**src/rtl/irq_pkg.sv**
```systemverilog
package irq_pkg;
  localparam int STAT_W = 8;

  localparam int BIT_RX_DONE  = 0;
  localparam int BIT_TX_DONE  = 1;
  localparam int BIT_RX_FAULT = 2;
  localparam int BIT_TX_FAULT = 3;
  localparam int BIT_RING     = 4;
  localparam int BIT_CNT_OVF  = 5;
  localparam int BIT_XFER     = 6;
  localparam int BIT_HALT     = 7;

  localparam int ADR_STATUS     = 0;
  localparam int ADR_MASK       = 1;
  localparam int ADR_TALLY_BASE = 2;

  localparam int NUM_TALLY = 3;
  localparam int TAL_ALIGN = 0;
  localparam int TAL_CRC   = 1;
  localparam int TAL_MISS  = 2;
endpackage

```
**src/rtl/irq_status_bits.sv**
```systemverilog
module irq_status_bits #(
  parameter int W = 8
) (
  input  logic         clk,
  input  logic         rst,
  input  logic [W-1:0] set_vec,
  input  logic [W-1:0] clr_vec,
  output logic [W-1:0] st_q,
  output logic [W-1:0] st_d
);
  for (genvar i = 0; i < W; i++) begin : g_bit
    // a set source outranks a same-cycle clear
    assign st_d[i] = set_vec[i] | (st_q[i] & ~clr_vec[i]);

    always_ff @(posedge clk) begin
      if (rst) st_q[i] <= 1'b0;
      else     st_q[i] <= st_d[i];
    end
  end
endmodule

```
**src/rtl/irq_tally.sv**
```systemverilog
module irq_tally #(
  parameter int W = 8
) (
  input  logic         clk,
  input  logic         rst,
  input  logic         inc,
  input  logic         clr,
  output logic [W-1:0] value,
  output logic         crossed
);
  localparam logic [W-1:0] TOP = {W{1'b1}};

  logic [W-1:0] base;
  logic [W-1:0] nxt;

  always_comb begin
    base = clr ? '0 : value;
    if (inc && base != TOP) nxt = base + 1'b1;
    else                    nxt = base;
  end

  // upper-half entry flags the overflow event once per crossing
  assign crossed = ~value[W-1] & nxt[W-1];

  always_ff @(posedge clk) begin
    if (rst) value <= '0;
    else     value <= nxt;
  end
endmodule

```
**src/rtl/irq_read_mux.sv**
```systemverilog
module irq_read_mux
  import irq_pkg::*;
#(
  parameter int ADDR_W  = 3,
  parameter int TALLY_W = 8
) (
  input  logic [ADDR_W-1:0]                 addr,
  input  logic [STAT_W-1:0]                 status,
  input  logic [STAT_W-2:0]                 mask,
  input  logic [NUM_TALLY-1:0][TALLY_W-1:0] tally,
  output logic [STAT_W-1:0]                 data
);
  always_comb begin
    data = '0;
    if (addr == ADDR_W'(ADR_STATUS)) data = status;
    if (addr == ADDR_W'(ADR_MASK))   data = {1'b0, mask};
    for (int t = 0; t < NUM_TALLY; t++) begin
      if (addr == ADDR_W'(ADR_TALLY_BASE + t)) data = STAT_W'(tally[t]);
    end
  end
endmodule

```
**src/rtl/irq_status_unit.sv**
```systemverilog
module irq_status_unit
  import irq_pkg::*;
#(
  parameter int ADDR_W  = 3,
  parameter int TALLY_W = 8
) (
  input  logic              clk,
  input  logic              rst,
  input  logic              reg_wr,
  input  logic              reg_rd,
  input  logic [ADDR_W-1:0] reg_addr,
  input  logic [7:0]        reg_wdata,
  output logic [7:0]        reg_rdata,
  input  logic              evt_rx_done,
  input  logic              evt_tx_done,
  input  logic              evt_rx_fault,
  input  logic              evt_tx_fault,
  input  logic              evt_ring_full,
  input  logic              evt_xfer_done,
  input  logic              ctl_halted,
  input  logic              cnt_align_inc,
  input  logic              cnt_crc_inc,
  input  logic              cnt_miss_inc,
  output logic              irq
);
  localparam int MASK_W = STAT_W - 1;

  logic [STAT_W-1:0]                 set_vec;
  logic [STAT_W-1:0]                 clr_vec;
  logic [STAT_W-1:0]                 st_q;
  logic [STAT_W-1:0]                 st_d;
  logic [MASK_W-1:0]                 mask_q;
  logic [MASK_W-1:0]                 mask_d;
  logic [NUM_TALLY-1:0]              tal_inc;
  logic [NUM_TALLY-1:0]              tal_clr;
  logic [NUM_TALLY-1:0]              tal_cross;
  logic [NUM_TALLY-1:0][TALLY_W-1:0] tally_q;
  logic [STAT_W-1:0]                 rd_mux;

  assign tal_inc[TAL_ALIGN] = cnt_align_inc;
  assign tal_inc[TAL_CRC]   = cnt_crc_inc;
  assign tal_inc[TAL_MISS]  = cnt_miss_inc;

  for (genvar t = 0; t < NUM_TALLY; t++) begin : g_tally
    assign tal_clr[t] = reg_rd && (reg_addr == ADDR_W'(ADR_TALLY_BASE + t));

    irq_tally #(.W(TALLY_W)) u_tally (
      .clk     (clk),
      .rst     (rst),
      .inc     (tal_inc[t]),
      .clr     (tal_clr[t]),
      .value   (tally_q[t]),
      .crossed (tal_cross[t])
    );
  end

  always_comb begin
    set_vec               = '0;
    set_vec[BIT_RX_DONE]  = evt_rx_done;
    set_vec[BIT_TX_DONE]  = evt_tx_done;
    set_vec[BIT_RX_FAULT] = evt_rx_fault;
    set_vec[BIT_TX_FAULT] = evt_tx_fault;
    set_vec[BIT_RING]     = evt_ring_full;
    set_vec[BIT_CNT_OVF]  = |tal_cross;
    set_vec[BIT_XFER]     = evt_xfer_done;
    set_vec[BIT_HALT]     = ctl_halted;
  end

  assign clr_vec = (reg_wr && reg_addr == ADDR_W'(ADR_STATUS)) ? reg_wdata : '0;

  irq_status_bits #(.W(STAT_W)) u_status (
    .clk     (clk),
    .rst     (rst),
    .set_vec (set_vec),
    .clr_vec (clr_vec),
    .st_q    (st_q),
    .st_d    (st_d)
  );

  assign mask_d = (reg_wr && reg_addr == ADDR_W'(ADR_MASK)) ? reg_wdata[MASK_W-1:0] : mask_q;

  always_ff @(posedge clk) begin
    if (rst) begin
      mask_q <= '0;
      irq    <= 1'b0;
    end else begin
      mask_q <= mask_d;
      irq    <= |(st_d & {1'b1, mask_d});
    end
  end

  irq_read_mux #(.ADDR_W(ADDR_W), .TALLY_W(TALLY_W)) u_rmux (
    .addr   (reg_addr),
    .status (st_q),
    .mask   (mask_q),
    .tally  (tally_q),
    .data   (rd_mux)
  );

  always_ff @(posedge clk) begin
    if (rst)         reg_rdata <= '0;
    else if (reg_rd) reg_rdata <= rd_mux;
  end
endmodule

```
**config.mk**
```make
export PLATFORM = sky130hd
export DESIGN_NAME = irq_status_unit
export DESIGN_NICKNAME = d
export VERILOG_FILES = /design/src/rtl/irq_pkg.sv /design/src/rtl/irq_status_bits.sv /design/src/rtl/irq_tally.sv /design/src/rtl/irq_read_mux.sv /design/src/rtl/irq_status_unit.sv
export SDC_FILE = /design/constraint.sdc
export NUM_CORES = 1
export LEC_CHECK = 0
export BUFFER_PORTS_ARGS = -buffer_cell sky130_fd_sc_hd__clkbuf_2
export CAP_MARGIN = 30
export CORE_UTILIZATION = 40
export CTS_CLUSTER_SIZE = 10
export DETAILED_ROUTE_END_ITERATION = 6
export PLACE_DENSITY = 0.59
export SETUP_SLACK_MARGIN = 0.02
export SYNTH_ARGS = -nofsm -noshare
export SYNTH_HDL_FRONTEND = slang
export SYNTH_HIERARCHICAL = 1
export SYNTH_SLANG_ARGS = --single-unit
```
**constraint.sdc**
```tcl
create_clock -name clk -period 8.29 [get_ports clk]
set_input_delay 0.829 -clock clk [delete_from_list [all_inputs] [get_ports clk]]
set_output_delay 0.829 -clock clk [all_outputs]
set_load 0.01 [all_outputs]
```
==> impl_metrics.csv, run 1 <==
group,metric,value,unit
critical_path,worstSetupEndpointType,"register",
placement,dp_cells,442,
final_layout,layout-drive-gt1-share,22.8,%
outcome,status,"complete, no violations",
timing,setup_viol,0,
global_route,grt_pass1_vias,2245,
timing,holdWs,0.493,ns
flow_run,cap_violations,0,
global_route,grt_use_met3,3.33,%
global_route,grtUsageMet1,23.6,%
timing,fmax,282,MHz
synth,syn_area,2870,µm²
detailed_routing,wirelength,6410,µm
power_and_ir_drop,power.switching,0.118,mW
timing,fin_skew,0.00682,ns
cts,clock-sinks,48,
power_and_ir_drop,cellPowerDensity,144,nW/µm²
detailed_routing,viasPerCell,5.16,
critical_path,start_kind,"primary input",
synth,synth_nets,352,
critical_path,reg2regPathDepth,10,
power_and_ir_drop,p_clk_share,31.3,%
floorplanning,die_area,7520,µm²
final_layout,fin_cells,451,
cts,tritoncts,"built",
detailed_routing,vias,2327,
synth,async_reset_ff_share,0,%
global_route,grt-ovfl-total,0,
synth,synth_top_area_cell,"dfxtp_1",
power_and_ir_drop,switching_share,26.0,%
cts,cts_hold_buffers,0,
synth,synth_top_cells_by_area,"dfxtp_1 33%, mux2i_1 9.1%, nand2b_4 4.3%, nor2_1 4.2%, buf_6 3.9%",
synth,synth_ff_type,"dfxtp_1",
synth,ys_ff_latch,48,
critical_path,cp_num_cells,12,
critical_path,cp_top_family,"simple AND/OR/NAND/NOR gates",
cts,cts_resized,0,
critical_path,worstPathRequired,8.45,ns
critical_path,cpPeakStageDelay,0.65,ns
synth,yosysTopAreaCellShare,33.5,%
timing,finalCriticalPeriod,3.54,ns
global_route,grt_max_degree,43,
hold_path,min_path_cells,2,
hold_path,hp-class,"reg -> reg",
placement,gp_congestion,0.788,
cts,cts_made_buffers,5,
critical_path,crit_buf_inv,3,
cts,cts_max_level,2,
placement,pre_cts_ws,4.47,ns
cts,cts_buffer_depth,2,
final_layout,final_cell_mix,"48 x dfxtp_1, 33 x clkbuf_2, 32 x nor2_1, 28 x inv_1",
critical_path,crit_chain,"clkbuf_2, nor3b_1, and4b_1, nand4b_1, inv_1, or3_1, inv_1, nand2_1, a22oi_1, nand2_1, o21ai_0, a41oi_2",
global_route,busiest_layer,"met2",
cts,post_cts_buffers,0,
critical_path,critPathMaxFanout,36,
synth,ys_types,37,
timing,drv_slew,0,
global_route,grt_pass1_wl,10800,µm
timing,finalCritPeriodShare,42.7,%
floorplanning,core_area,6870,µm²
detailed_routing,drc_errors,0,
timing,relSlewSlack,53.6,%
power_and_ir_drop,ir_drop,0.0752,mV
final_layout,final_common_cell,"dfxtp_1",
global_route,grt_antenna_before_repair,0,
final_layout,finalNetCount,379,
cts,clockRootBuffer,"clkbuf_8",
cts,clk_pin_slew,0.08,ns
global_route,grt_usage,18.4,%
power_and_ir_drop,p_leak,1.30,nW
critical_path,critPathSlowestCell,"nor3b_1",
synth,syn_area_per_cell,8.77,µm²
power_and_ir_drop,finalPower,0.453,mW
timing,tightest_slew,0.694,ns
timing,hold_viol,0,
final_layout,area_delta_synth_final,9.68,%
cts,clock_latency,0.29,ns
power_and_ir_drop,p_seq_share,54.8,%
detailed_routing,drt_pass1_iterations,5,
synth,synth_cells,327,
timing,tns,0,ns
floorplanning,rows,30,
detailed_routing,wl_per_cell,14.2,µm
placement,dpl.hpwl,4720,µm
floorplanning,start_util,41.8,%
power_and_ir_drop,pwr-share-comb,13.9,%
detailed_routing,first_iter_violations,96,
critical_path,critical_path_class,"in -> reg",
timing,setup_ws,4.75,ns
timing,rsz0062_at_grt,"false",
placement,portBuffers,33,
critical_path,arrival,3.70,ns
detailed_routing,ant_nets,0,
synth,synth_edf_count,0,
synth,ys_seq_area_share,33.5,%
power_and_ir_drop,power.internal,0.335,mW
floorplanning,die_h,86.7,µm
global_route,use_met2,31.4,%
floorplanning,die_width,86.7,µm
final_layout,diodes,0,
floorplanning,ioPinCount,34,
synth,yosysWarningCount,6,
## worst min-delay path, delay by kind of cell (launching register included)
kind          cells  cell delay, ns
flops             1            0.34
mux               1            0.05
simple gates      1            0.06
## flip-flops by register name, summed over array words and instances (netlist names)
name,flops
irq,1
mask_q,7
g_tally.u_tally/value,24
reg_rdata,8
u_status/st_q,8
## path summary, 6_finish.rpt
path | startpoint | end | slack [ns]
setup reg to reg | g_tally[1].u_tally/value[4]$_SDFF_PP0_ | irq$_SDFF_PP0_ | 6.11
setup / recovery | reg_addr[0] | irq$_SDFF_PP0_ | 4.75
hold reg to reg | g_tally[0].u_tally/value[5]$_SDFF_PP0_ | g_tally[0].u_tally/value[5]$_SDFF_PP0_ | 0.49
hold / removal | g_tally[0].u_tally/value[5]$_SDFF_PP0_ | g_tally[0].u_tally/value[5]$_SDFF_PP0_ | 0.49
## metal layers
layer	share of wire, %	up-vias	routed length [µm]
met4	1.2	0	80
met2	47	43	3030
met5	0	-	0
met3	2.8	9	177
met1	49	1074	3120
li1	-	1201	-
## area by class of cell
class / instances / area, µm²
Multi-Input combinational cell: 235 / 1660
Inverter: 28 / 105
Clock buffer: 8 / 90.1
Timing Repair Buffer: 36 / 208
Fill cell: 706 / 3720
Tap cell: 96 / 120
Sequential cell: 48 / 961
## power by group through the flow
| stage | logic (mW) | registers [mW] | clock network (mW) |
|---|---|---|---|
| after floorplan | 0.0458 | 0.251 | 0 |
| after global placement | 0.0608 | 0.253 | 0 |
| after detailed placement | 0.0612 | 0.253 | 0 |
| after CTS | 0.0614 | 0.248 | 0.146 |
| after global routing | 0.0705 | 0.250 | 0.157 |
| final | 0.0629 | 0.248 | 0.142 |
## cells in the mapped netlist (4+ instances only)
cell and count:
dfxtp_1 48, nor2_1 32, inv_1 28, mux2i_1 26
nand2_1 26, a21oi_1 15, nor3_1 14, o21ai_0 13
and2_1 11, buf_6 10, a21oi_2 9, and3_1 9
nand2b_4 9, nor2b_1 7, o221a_1 7, or3_1 7
a211oi_2 6, a21o_1 6, a22oi_1 4, a41oi_2 4
nand2_2 4
## metrics by stage
stage	instance area, µm²	util (%)
CTS	3120	45.4
finish	3150	45.8
detailed placement	3030	44.1
floorplan	2870	-
global route	3150	45.8
global placement	3030	44.1
## kinds of logic after synthesis
| logic type | Yosys count | synth area share, % |
|---|---|---|
| AOI/OAI and AO/OA | 70 | 20.3 |
| DFF | 48 | 33.5 |
| muxes | 26 | 9.07 |
| buffers and inverters | 44 | 8.77 |
| and+or+nand+nor | 139 | 28.4 |
No activity file was read; power rests on OpenSTA's default activity.
==> run 2: changes to the inputs <==
Clock period 8.29 ns to 3.35 ns, I/O delays scaled along.
==> run 2 against run 1 <==
Global-route usage increased by 0.41 points. Power increased to 2.7 times the previous value. Sequential share of layout area decreased by 0.84 points. Final cell count grew 1.8%. Routed wire length shrank 0.56%. Clock power grew to 3.2 times the previous value. Clock-buffer cell count shrank 1. Sequential cell count unchanged. Utilization up 1.3 points. Clock skew about the same. Combinational power increased to 2.5 times the previous value. Die area unchanged. Largest power group unchanged.
==> impl_metrics.csv, run 2 (synthesized netlist as in run 1, its figures left out) <==
group,metric,value,unit
outcome,status,"complete, no violations",
flow_run,cap_violations,0,
detailed_routing,drt_pass1_iterations,4,
final_layout,finalNetCount,387,
cts,cts_made_buffers,5,
critical_path,crit_chain,"clkbuf_2, nand2_1, nor3b_1, and4b_1, buf_4, nand4b_1, inv_1, or3_1, inv_1, nand2_1, a22oi_1, nand2_1, o21ai_0, a41oi_2",
final_layout,fin_cells,459,
hold_path,min-delay-start,"evt_tx_done",
timing,fmax,400,MHz
timing,tightest_slew,0.389,ns
power_and_ir_drop,p_leak,1.35,nW
final_layout,layout-drive-gt1-share,25.1,%
critical_path,start_kind,"primary input",
floorplanning,start_util,41.8,%
critical_path,critPathMaxFanout,10,
power_and_ir_drop,finalPower,1.23,mW
critical_path,r2r-start,"g_tally[1].u_tally/value[4]$_SDFF_PP0_",
power_and_ir_drop,cellPowerDensity,380,nW/µm²
cts,cts_resized,0,
final_layout,largest_register_ffs,24,
detailed_routing,wl_per_cell,13.9,µm
floorplanning,ioPinCount,34,
final_layout,multi_input_area,1660,µm²
floorplanning,die_area,7520,µm²
global_route,grt-ovfl-total,0,
placement,dpl.hpwl,4810,µm
timing,relSlewSlack,74.0,%
detailed_routing,drc_errors,0,
timing,drv_slew,0,
global_route,grt_antenna_before_repair,0,
final_layout,nFillCells,694,
hold_path,hp-class,"in -> reg",
critical_path,arrival,2.68,ns
floorplanning,rows,30,
critical_path,worst_path_most_repeated_cell,"nand2_1",
detailed_routing,wirelength,6370,µm
final_layout,final_cell_mix,"48 x dfxtp_1, 33 x clkbuf_2, 32 x nor2_1, 28 x inv_1",
timing,tns,0,ns
cts,clk_pin_slew,0.08,ns
cts,tritoncts,"built",
cts,cts_hold_buffers,0,
critical_path,cp-startpoint,"reg_rd",
critical_path,worstSetupEndpointType,"register",
cts,cts_max_level,2,
placement,gp_congestion,0.864,
timing,rsz0062_at_grt,"false",
detailed_routing,first_iter_violations,148,
final_layout,top_regs,"g_tally.u_tally/value: 24 flops, reg_rdata: 8 flops, u_status/st_q: 8 flops",
critical_path,worstPathRequired,3.53,ns
final_layout,stdcell_area,3240,µm²
global_route,grt_usage,18.8,%
detailed_routing,viasPerCell,5.10,
critical_path,cpPeakStageDelay,0.39,ns
placement,dp_cells,451,
timing,setup_viol,0,
final_layout,final_common_cell,"dfxtp_1",
cts,clock-sinks,48,
cts,clockRootBuffer,"clkbuf_8",
cts,cts_buffer_depth,2,
global_route,grt_pass1_vias,2222,
final_layout,final_core_util,47.1,%
critical_path,critPathSlowestCell,"or3_1",
timing,finalCriticalPeriod,2.50,ns
timing,finalCritPeriodShare,74.7,%
final_layout,area_delta_synth_final,12.8,%
final_layout,top_register,"g_tally.u_tally/value",
final_layout,diodes,0,
detailed_routing,ant_nets,0,
floorplanning,die_width,86.7,µm
cts,clock_latency,0.30,ns
cts,post_cts_buffers,0,
floorplanning,core_area,6870,µm²
placement,pre_cts_ws,0.558,ns
final_layout,regArea,961,µm²
timing,hold_viol,0,
power_and_ir_drop,ir_drop,0.184,mV
floorplanning,die_h,86.7,µm
timing,holdWs,0.267,ns
critical_path,critical_path_class,"in -> reg",
placement,portBuffers,33,
placement,dpl_cell_area,3110,µm²
detailed_routing,vias,2343,
global_route,grt_pass1_wl,11000,µm
timing,setup_ws,0.848,ns
timing,fin_skew,0.00705,ns
global_route,grt_max_degree,39,
run 2: cell count changes in the layout (fill, tap and decap cells not counted):
cell | before | now
buf_4 | 2 | 10
buf_16 | 1 | 0
clkbuf_1 | 2 | 0
clkbuf_8 | 6 | 7
bufinv_16 | 0 | 1
buf_12 | 0 | 1
run 2: area by class of cell:
type | count | share of cell area [%]
clock buffers | 7 | 2.98
clock inverters | 1 | 0.928
inverters | 28 | 3.25
multi-input cells | 235 | 51.4
flip-flops and latches | 48 | 29.7
well taps | 96 | 3.71
repair buffers | 44 | 8.04
run 2: where the power goes:
group	switching (mW)	internal [mW]	total, mW
Sequential	0.0237	0.589	0.613
Combinational	0.0850	0.0745	0.160
Clock	0.192	0.263	0.456
run 2: critical path, delay by kind of cell:
family / cells / cell delay, ns
compound gates: 3 / 0.46
simple gates: 7 / 1.29
buf+inv: 4 / 0.59
run 2: path summary, 6_finish.rpt:
path / end / slack (ns) / cells past startpoint
min reg2reg: g_tally[2].u_tally/value[5]$_SDFF_PP0_ / 0.50 / 2
max reg2reg: irq$_SDFF_PP0_ / 1.23 / 11
min: u_status/st_q[1]$_SDFF_PP0_ / 0.27 / 3
max: irq$_SDFF_PP0_ / 0.85 / 14
run 2: routing by layer:
layer | up-vias | track usage, % | wire, µm
li1 | 1215 | - | -
met1 | 1075 | 25.1 | 3110
met2 | 46 | 30.8 | 2930
met3 | 7 | 3.52 | 249
met4 | 0 | 5.45 | 74
met5 | - | 0 | 0
==> run 3: changes to the inputs <==
Settings changed: PLACE_DENSITY 0.59 to 0.62.
Clock period 3.35 ns to 2 ns, I/O delays scaled along.
==> run 3 against run 2 <==
Critical path depth is 4 lower. Via count is 7.9% higher. Combinational power is 110% higher. Clock power is 31% higher. First-iteration DRC count is 30% lower. Sequential power is 65% higher. Final cell count is 7.4% higher. Routed wire length is 8.0% higher. Die area stayed put. Cell area is 9.0% higher. Register-to-register slack worse by 1.1 ns. Sequential share of layout area is 2.3 points lower. Critical path type is now reg -> reg. Largest power group unchanged. Highest routed layer unchanged.
==> impl_metrics.csv, run 3 (synthesized netlist as in run 1, its figures left out) <==
group,metric,value,unit
final_layout,top_regs,"g_tally.u_tally/value: 24 flops, reg_rdata: 8 flops, u_status/st_q: 8 flops",
global_route,grt_use_met3,3.24,%
cts,clk_pin_slew,0.08,ns
cts,clockRootBuffer,"clkbuf_8",
power_and_ir_drop,cellPowerDensity,551,nW/µm²
timing,setup_ws,0.159,ns
detailed_routing,wl_per_cell,13.9,µm
floorplanning,core_area,6870,µm²
global_route,grtUsageMet1,24.8,%
final_layout,largest_register_ffs,24,
final_layout,diodes,0,
flow_run,cap_violations,0,
placement,pre_cts_ws,-0.218,ns
power_and_ir_drop,ir_drop,0.294,mV
cts,cts_buffer_depth,2,
timing,fin_skew,0.00422,ns
cts,clock_latency,0.30,ns
final_layout,stdcell_area,3530,µm²
critical_path,cp_top_family,"simple AND/OR/NAND/NOR gates",
floorplanning,die_area,7520,µm²
cts,tritoncts,"built",
final_layout,final_cell_mix,"46 x dfxtp_1, 44 x buf_4, 32 x nor2_1, 32 x clkbuf_2, 27 x inv_1",
critical_path,critPathSlowestCell,"or3_4",
final_layout,area_delta_synth_final,22.9,%
timing,finalCriticalPeriod,1.84,ns
hold_path,hp-class,"in -> reg",
timing,relSlewSlack,62.8,%
detailed_routing,first_iter_violations,104,
timing,setup_viol,0,
critical_path,cpPeakStageDelay,0.37,ns
critical_path,worst_path_most_repeated_cell,"nand2_1",
timing,fmax,543,MHz
global_route,busiest_layer,"met2",
global_route,grt_antenna_before_repair,0,
critical_path,critical_path_class,"reg -> reg",
detailed_routing,ant_nets,0,
final_layout,top_register,"g_tally.u_tally/value",
critical_path,worstSetupEndpointType,"register",
placement,gp_congestion,0.795,
final_layout,regArea,966,µm²
critical_path,arrival,2.03,ns
placement,portBuffers,33,
final_layout,final_common_cell,"dfxtp_1",
timing,tightest_slew,0.558,ns
cts,cts_max_level,2,
global_route,grt-ovfl-total,0,
final_layout,nFillCells,690,
detailed_routing,wirelength,6880,µm
critical_path,crit_buf_inv,2,
global_route,grt_pass1_wl,11600,µm
final_layout,layout-drive-gt1-share,34.0,%
global_route,grt_usage,19.9,%
cts,clock-sinks,48,
detailed_routing,viasPerCell,5.13,
floorplanning,die_width,86.7,µm
placement,dpl.hpwl,5380,µm
final_layout,multi_input_area,1730,µm²
floorplanning,die_h,86.7,µm
placement,dpl_cell_area,3400,µm²
timing,hold_viol,0,
cts,cts_made_buffers,5,
power_and_ir_drop,p_leak,1.53,nW
detailed_routing,drc_errors,0,
critical_path,start_kind,"register",
timing,drv_slew,0,
critical_path,crit_chain,"and4_1, nand4b_1, inv_1, or3_4, inv_2, nand2_1, a22oi_2, nand2_1, o21ai_2, a41oi_2",
final_layout,finalNetCount,421,
outcome,status,"complete, no violations",
detailed_routing,vias,2527,
detailed_routing,drt_pass1_iterations,4,
timing,rsz0062_at_grt,"false",
global_route,grt_max_degree,26,
floorplanning,start_util,41.8,%
timing,finalCritPeriodShare,92.1,%
global_route,grt_pass1_vias,2437,
critical_path,worstPathRequired,2.18,ns
critical_path,critPathMaxFanout,5,
floorplanning,ioPinCount,34,
floorplanning,rows,30,
global_route,use_met2,35.3,%
cts,cts_hold_buffers,0,
run 3: cell types whose count changed in the layout (fill, tap and decap cells not counted), moves of 2 or more:
| cell | delta |
|---|---|
| clkbuf_1 | +2 |
| nor3_4 | +2 |
| dfxtp_1 | -2 |
| buf_4 | +34 |
| nor3_1 | -2 |
run 3: power by group:
part / internal (mW) / leakage (nW) / total, mW / switching (mW)
Clock: 0.283 / 0.0455 / 0.598 / 0.315
Combinational: 0.160 / 1.09 / 0.336 / 0.176
Sequential: 0.986 / 0.393 / 1.01 / 0.0236
run 3: worst min-delay path: stages:
cell	delay (ns)
clkbuf_2	0.08
inv_1	0.07
a21oi_2	0.05
run 3: metal layers:
metal	routed length (µm)	vias up
met5	0	-
met4	79	0
met3	237	7
met2	3380	44
met1	3180	1189
li1	-	1287
run 3: area by class of cell:
type	count	area share, %
inverter	28	2.98
tap	96	3.41
clock buffer	8	2.56
multi-input combinational	235	49.0
sequential	48	27.4
timing repair buffer	78	14.7
run 3: timing repair:
item	4_1_cts	5_1_grt
buffers inserted	0	1
gates resized for setup	0	12
setup endpoints to repair	0	1
run 3: path summary, 6_finish.rpt:
path	from	endpoint	slack [ns]	depth (start not counted)
min	ctl_halted	u_status/st_q[7]$_SDFF_PP0_	0.14	3
max	g_tally[0].u_tally/value[2]$_SDFF_PP0_	irq$_SDFF_PP0_	0.16	10
max reg2reg	g_tally[0].u_tally/value[2]$_SDFF_PP0_	irq$_SDFF_PP0_	0.16	10
min reg2reg	g_tally[0].u_tally/value[4]$_SDFF_PP0_	g_tally[0].u_tally/value[4]$_SDFF_PP0_	0.49	2
run 3: stage by stage:
stage          total power [mW]  std cells  setup TNS, ns  utilization, %  hold WS [ns]
3_5_place_dp               1.37        484         -0.218            49.5         0.454
3_3_place_gp               1.36        484         -0.133            49.5         0.444
6_report                   1.94        493              0            51.3         0.137
4_1_cts                    1.97        492              0            50.8         0.126
5_1_grt                    2.04        493              0            51.3         0.134
2_1_floorplan              1.24        327         -0.181               -         0.269
